`config.mk`:
```
export PLATFORM = sky130hd
export DESIGN_NAME = tbl_pm_port
export DESIGN_NICKNAME = d
export VERILOG_FILES = /design/src/rtl/tbl_pm_pkg.sv /design/src/rtl/tbl_pm_addr_dec.sv /design/src/rtl/tbl_pm_latch_bank.sv /design/src/rtl/tbl_pm_read_fmt.sv /design/src/rtl/tbl_pm_port.sv
export SDC_FILE = /design/constraint.sdc
export NUM_CORES = 1
export LEC_CHECK = 0
export ABC_CLOCK_PERIOD_IN_PS = 1800
export BUFFER_PORTS_ARGS = -buffer_cell sky130_fd_sc_hd__buf_2
export CAP_MARGIN = 20
export CORE_MARGIN = 1.5
export CORE_UTILIZATION = 40
export CTS_BUF_LIST = sky130_fd_sc_hd__clkbuf_8
export CTS_CLUSTER_SIZE = 20
export DETAILED_ROUTE_END_ITERATION = 10
export GPL_ROUTABILITY_DRIVEN = 0
export PLACE_DENSITY_LB_ADDON = 0.15
export SLEW_MARGIN = 20
export SYNTH_ARGS = -nofsm -noshare
export SYNTH_HDL_FRONTEND = slang
export SYNTH_SLANG_ARGS = --single-unit
```
`constraint.sdc`:
```
create_clock -name clk -period 1.8 [get_ports clk]
set_input_delay 0.36 -clock clk [delete_from_list [all_inputs] [get_ports clk]]
set_output_delay 0.36 -clock clk [all_outputs]
set_load 0.02 [all_outputs]
```
`src/rtl/tbl_pm_pkg.sv`:
```
package tbl_pm_pkg;

  localparam logic [23:0] ERASED_WORD = 24'hFFFFFF;

  typedef struct packed {
    logic hi;
    logic bm;
    logic odd;
    logic from_lat;
    logic in_range;
  } rsel_t;

  // Lane extraction and byte selection for a returned program word
  function automatic logic [15:0] fmt_read(input logic [23:0] w, input logic hi,
                                           input logic bm, input logic odd);
    logic [15:0] lane;
    lane = hi ? {8'h00, w[23:16]} : w[15:0];
    if (bm) return {8'h00, (odd ? lane[15:8] : lane[7:0])};
    return lane;
  endfunction

endpackage

```
`src/rtl/tbl_pm_addr_dec.sv`:
```
module tbl_pm_addr_dec #(
  parameter int          NLAT     = 4,
  parameter logic [7:0]  LAT_PAGE = 8'hFA,
  parameter int          IDXW     = 2
) (
  input  logic [7:0]      page,
  input  logic [15:0]     ea,
  output logic [23:0]     word_addr,
  output logic            lat_page,
  output logic [IDXW-1:0] lat_idx,
  output logic            idx_ok
);

  always_comb begin
    word_addr = {page, ea[15:1], 1'b0};
    lat_page  = (page == LAT_PAGE);
    lat_idx   = ea[IDXW:1];
    idx_ok    = ({17'd0, ea[15:1]} < 32'(NLAT));
  end

endmodule

```
`src/rtl/tbl_pm_latch_bank.sv`:
```
module tbl_pm_latch_bank
  import tbl_pm_pkg::*;
#(
  parameter int NLAT = 4,
  parameter int IDXW = 2
) (
  input  logic            clk,
  input  logic            rst_n,
  input  logic            clr,
  input  logic            wr_en,
  input  logic [IDXW-1:0] wr_idx,
  input  logic            hi,
  input  logic            bm,
  input  logic            odd,
  input  logic [15:0]     wdata,
  input  logic [IDXW-1:0] rd_idx,
  output logic [23:0]     rd_word,
  input  logic [IDXW-1:0] prog_idx,
  output logic [23:0]     prog_word
);

  logic [NLAT-1:0][23:0] lat_q;
  logic [NLAT-1:0][23:0] lat_d;
  logic [NLAT-1:0]       lat_en;
  logic [23:0]           wval;
  logic [2:0]            be;

  // Byte enables over the three real bytes; phantom byte has no enable
  always_comb begin
    wval = {wdata[7:0], (bm ? {wdata[7:0], wdata[7:0]} : wdata[15:0])};
    unique case ({hi, bm, odd})
      3'b000, 3'b001:         be = 3'b011;
      3'b010:                 be = 3'b001;
      3'b011:                 be = 3'b010;
      3'b100, 3'b101, 3'b110: be = 3'b100;
      default:                be = 3'b000;
    endcase
  end

  for (genvar i = 0; i < NLAT; i++) begin : g_lat
    always_comb begin
      lat_en[i] = clr || (wr_en && (wr_idx == IDXW'(i)));
      if (clr) begin
        lat_d[i] = ERASED_WORD;
      end else begin
        for (int k = 0; k < 3; k++)
          lat_d[i][8*k +: 8] = be[k] ? wval[8*k +: 8] : lat_q[i][8*k +: 8];
      end
    end

    always_ff @(posedge clk or negedge rst_n) begin
      if (!rst_n)         lat_q[i] <= ERASED_WORD;
      else if (lat_en[i]) lat_q[i] <= lat_d[i];
    end
  end

  always_comb begin
    rd_word   = (32'(rd_idx) < 32'(NLAT)) ? lat_q[rd_idx] : 24'd0;
    prog_word = (32'(prog_idx) < 32'(NLAT)) ? lat_q[prog_idx] : 24'd0;
  end

  a_r10_hold_when_idle: assert property (@(posedge clk) disable iff (!rst_n)
    (!wr_en && !clr) |=> $stable(lat_q));

  a_r11_clear_all: assert property (@(posedge clk) disable iff (!rst_n)
    clr |=> (lat_q == {NLAT{ERASED_WORD}}));

  a_r8_phantom_write: assert property (@(posedge clk) disable iff (!rst_n)
    (wr_en && hi && bm && odd && !clr) |=> $stable(lat_q));

endmodule

```
`src/rtl/tbl_pm_read_fmt.sv`:
```
module tbl_pm_read_fmt
  import tbl_pm_pkg::*;
(
  input  logic        clk,
  input  logic        rst_n,
  input  logic        rd_req,
  input  rsel_t       sel_in,
  input  logic [23:0] lat_word,
  input  logic [23:0] pm_rdata,
  output logic        rd_vld,
  output logic [15:0] rd_data
);

  rsel_t       sel_q,  sel_d;
  logic [23:0] latw_q, latw_d;
  logic        vld_q,  vld_d;
  logic [23:0] src;

  always_comb begin
    vld_d  = rd_req;
    sel_d  = sel_q;
    latw_d = latw_q;
    if (rd_req) begin
      sel_d  = sel_in;
      latw_d = sel_in.in_range ? lat_word : 24'd0;
    end
  end

  always_ff @(posedge clk or negedge rst_n) begin
    if (!rst_n) begin
      vld_q  <= 1'b0;
      sel_q  <= '0;
      latw_q <= '0;
    end else begin
      vld_q  <= vld_d;
      sel_q  <= sel_d;
      latw_q <= latw_d;
    end
  end

  always_comb begin
    src     = sel_q.from_lat ? latw_q : pm_rdata;
    rd_vld  = vld_q;
    rd_data = fmt_read(src, sel_q.hi, sel_q.bm, sel_q.odd);
  end

  a_r4_high_lane_top_zero: assert property (@(posedge clk) disable iff (!rst_n)
    (rd_vld && sel_q.hi) |-> (rd_data[15:8] == 8'h00));

  a_r5_byte_zero_ext: assert property (@(posedge clk) disable iff (!rst_n)
    (rd_vld && sel_q.bm) |-> (rd_data[15:8] == 8'h00));

  a_r9_oor_reads_zero: assert property (@(posedge clk) disable iff (!rst_n)
    (rd_vld && sel_q.from_lat && !sel_q.in_range) |-> (rd_data == 16'h0000));

endmodule

```
`src/rtl/tbl_pm_port.sv`:
```
module tbl_pm_port
  import tbl_pm_pkg::*;
#(
  parameter int         NLAT     = 4,
  parameter logic [7:0] LAT_PAGE = 8'hFA,
  localparam int        IDXW     = (NLAT > 1) ? $clog2(NLAT) : 1
) (
  input  logic            clk,
  input  logic            rst_n,
  input  logic            req_vld,
  input  logic            req_wr,
  input  logic            req_hi,
  input  logic            req_bm,
  input  logic [7:0]      req_page,
  input  logic [15:0]     req_ea,
  input  logic [15:0]     req_wdata,
  input  logic            latch_clr,
  input  logic [IDXW-1:0] prog_idx,
  output logic [23:0]     prog_word,
  output logic            pm_rd,
  output logic [23:0]     pm_addr,
  input  logic [23:0]     pm_rdata,
  output logic            rd_vld,
  output logic [15:0]     rd_data
);

  logic [23:0]     word_addr;
  logic            lat_page;
  logic [IDXW-1:0] lat_idx;
  logic            idx_ok;
  logic            rd_req;
  logic            lat_wr;
  logic [23:0]     lat_word;
  rsel_t           sel;

  tbl_pm_addr_dec #(.NLAT(NLAT), .LAT_PAGE(LAT_PAGE), .IDXW(IDXW)) u_dec (
    .page      (req_page),
    .ea        (req_ea),
    .word_addr (word_addr),
    .lat_page  (lat_page),
    .lat_idx   (lat_idx),
    .idx_ok    (idx_ok)
  );

  always_comb begin
    rd_req       = req_vld && !req_wr;
    lat_wr       = req_vld && req_wr && lat_page && idx_ok;
    pm_rd        = rd_req && !lat_page;
    pm_addr      = word_addr;
    sel.hi       = req_hi;
    sel.bm       = req_bm;
    sel.odd      = req_ea[0];
    sel.from_lat = lat_page;
    sel.in_range = idx_ok;
  end

  tbl_pm_latch_bank #(.NLAT(NLAT), .IDXW(IDXW)) u_lat (
    .clk       (clk),
    .rst_n     (rst_n),
    .clr       (latch_clr),
    .wr_en     (lat_wr),
    .wr_idx    (lat_idx),
    .hi        (req_hi),
    .bm        (req_bm),
    .odd       (req_ea[0]),
    .wdata     (req_wdata),
    .rd_idx    (lat_idx),
    .rd_word   (lat_word),
    .prog_idx  (prog_idx),
    .prog_word (prog_word)
  );

  tbl_pm_read_fmt u_fmt (
    .clk      (clk),
    .rst_n    (rst_n),
    .rd_req   (rd_req),
    .sel_in   (sel),
    .lat_word (lat_word),
    .pm_rdata (pm_rdata),
    .rd_vld   (rd_vld),
    .rd_data  (rd_data)
  );

  a_r12_read_returns: assert property (@(posedge clk) disable iff (!rst_n)
    (req_vld && !req_wr) |=> rd_vld);

  a_r12_no_spurious_valid: assert property (@(posedge clk) disable iff (!rst_n)
    !(req_vld && !req_wr) |=> !rd_vld);

  a_r2_no_pm_on_latch_page: assert property (@(posedge clk) disable iff (!rst_n)
    pm_rd |-> (pm_addr[23:16] != LAT_PAGE));

  a_r10_no_pm_on_write: assert property (@(posedge clk) disable iff (!rst_n)
    (req_vld && req_wr) |-> !pm_rd);

endmodule

```
==> metrics.cfg <==
[synth]
synth_seq_cells = 125
synth.distinct_cells = 44
syn_inst = 673
synth_most_common_cell = a211oi_1
syn_avg_cell_area_um2 = 11.4
syn-num-nets = 746
yosys-top-cells-count = a211oi_1, dfstp_2, nor2_1
netlist_area_mm2 = 0.00770
seq_area_frac_synth = 0.422
async_reset_ff_frac = 1.00
synth_edf_count = 0
ys.flop_type = dfstp_2
netlist.top_cell.by_area = dfstp_2
netlist.area_leader.share = 0.327
synth_area_leaders = dfstp_2, mux4_2, a211oi_1
ys.warnings.count = 0

[critical_path]
path_class = flip-flop to output pin
path_delay_family = multiplexers
cp-end-kind = output pin
crit_required_ns = 1.44
crit_arrival_ns = 1.79
slowest_delay_ns = 0.52
crit_slowest_cell = mux4_2
r2r_slack_ns = 0.42
crit_path_start_kind = flip-flop
worstPathMaxFanout = 10
critPathBufInv = 2
path_cells = buf_12 > mux4_2 > nand2_1 > o21ai_1 > buf_2

[timing]
slew_viol_final = 0
hold_violations = 0
final.setup.worst_slack_ns = -0.350
setup_violations = 38
rsz0062_at_grt = true
clock-skew-final_ns = 0.00963
min_period_over_period = 1.19
setup_tns_ns = -5.40
period_needed_ns = 2.15
max_freq_mhz = 465

[finish]
fillers = 1664
num-nets-final = 956
synthToLayoutAreaGrowth_pct = 32.2
final_area_mm2 = 0.0102
n_antenna_cell = 0
drive_gt1_frac = 0.555

[drt]
vias_per_cell = 6.16
drt_wl_total_mm = 25.3
wl_per_cell_um = 22.4
drcViolationCount = 0
first_pass_iters = 5
dr_total_vias = 6965
ant_nets = 0
dr.first_iter.drc_count = 643

[pwr]
net-switching-power_mw = 1.67
max-vdd-ir-drop_mv = 0.423
p_sw_frac = 0.266
p_int_mw = 4.62
p_seq_frac = 0.453
p_comb_frac = 0.140
p_per_area_mw_per_mm2 = 618
p_total_mw = 6.29
clkPwrFrac = 0.407
power_leakage_nw = 3.95

[clock_network]
cts_tree = yes
numCtsBuffers = 17
root_buffer = clkbuf_8
htreeDepth = 4
cts.path.max_buffers = 2
insertion_delay_ns = 0.46
cts_sinks = 125
clkTransAtPathRegs_ns = 0.06

[grt]
grt_pass1_vias = 6959
antenna_found_initial = 0
grt_pass1_wl_mm = 39.2
grt.total_usage = 0.258
grt-ovfl-total = 0
grt_max_degree = 52

[die]
ios = 139
die_w_um = 142
die-area_mm2 = 0.0201
start_util = 0.411
die_h_um = 142
rows = 50
core_area_mm2 = 0.0188

[placement]
place_area_mm2 = 0.00907
hpwl_mm = 17.0
io_buffers = 137

[flow_run]
max-cap-violations = 0

[run_status]
outcome = finished with violations
violations = setup timing

[min_path]
holdCritPathClass = input port to asynchronous set/reset pin

==> path summary, 6_finish.rpt <==
| check | depth (start not counted) | to | from |
|---|---|---|---|
| max in group asynchronous | 3 | u_lat.lat_q[95]$_DFFE_PN1P_ | rst_n |
| worst max-delay path | 5 | rd_data[5] | u_fmt.sel_q[1]$_DFFE_PN0P_ |
| worst max register to register | 3 | u_fmt.latw_q[17]$_DFFE_PN0P_ | u_lat.lat_q[89]$_DFFE_PN1P_ |
| min in group clk | 2 | u_lat.lat_q[36]$_DFFE_PN1P_ | latch_clr |
| worst min-delay path | 2 | u_fmt.rd_vld$_DFF_PN0_ | rst_n |
| worst min register to register | 2 | u_fmt.sel_q[2]$_DFFE_PN0P_ | u_fmt.sel_q[2]$_DFFE_PN0P_ |
==> timing repair <==
| item | in CTS | in global routing |
|---|---|---|
| setup buffers | 65 | 3 |
| hold buffers | 1 | 0 |
| resized for setup | 64 | 2 |
| endpoints found under the setup margin | 40 | 40 |
| hold endpoints to repair | 27 | 0 |
==> sequential cells by signal, summed over array words and instances (netlist names) <==
name	cells
u_lat.lat_q	96
u_fmt.latw_q	24
u_fmt.sel_q	4
u_fmt.rd_vld	1
==> kinds of logic (layout without fill, tap and decap cells) <==
group                  after synthesis  after routing  synth area share
AND/OR/NAND/NOR                    200            200             0.139
flip-flops                         125            125             0.422
AO/OA/AOI/OAI                      175            175             0.181
multiplexers                        74             74             0.187
buffers and inverters               98            321            0.0706
other                                1              1          0.000487
==> cells in the final DEF, fill, tap and decap left out, types with 15 or more instances in the layout <==
master	n
buf_4	125
buf_2	110
a211oi_1	105
dfstp_2	96
nor2_1	81
mux4_2	56
nor3_1	33
o32a_1	32
dfrtp_1	28
buf_12	25
a22o_1	24
buf_6	24
nand2_1	23
clkbuf_8	20
nor4_1	15
==> routing by layer <==
layer	vias up	track usage	share of wire
li1	3068	-	-
met1	3517	0.343	0.43
met2	323	0.418	0.48
met3	57	0.0550	0.060
met4	0	0.0906	0.024
met5	-	0	0
==> power groups by stage <==
| stage | sequential, mW | combinational, mW | clock [mW] |
|---|---|---|---|
| after floorplan | 2.88 | 0.504 | 0 |
| after global placement | 2.89 | 0.855 | 0 |
| after detailed placement | 2.89 | 0.868 | 0 |
| after CTS | 2.85 | 0.883 | 2.60 |
| after global routing | 2.85 | 0.946 | 2.74 |
| final | 2.85 | 0.883 | 2.56 |
==> stage by stage <==
stage               cells  utilization  worst slack, ns  hold WS, ns
CTS                  1127        0.541           -0.379        0.232
global route         1130        0.543           -0.435        0.240
finish               1130        0.543           -0.350        0.247
detailed placement   1029        0.483           -0.236        0.174
global placement     1029        0.483           -0.198        0.173
floorplan             673            -          -0.0648       0.0644
==> final cells by class <==
class	instances	area (um2)	area share
tap	234	293	0.0287
multi-input combinational	450	3960	0.388
timing repair buffer	285	2270	0.223
sequential	125	3250	0.319
clock buffer	20	275	0.0270
clock inverter	12	129	0.0126
inverter	4	15.0	0.00147
No activity file was read; power rests on OpenSTA's default activity.
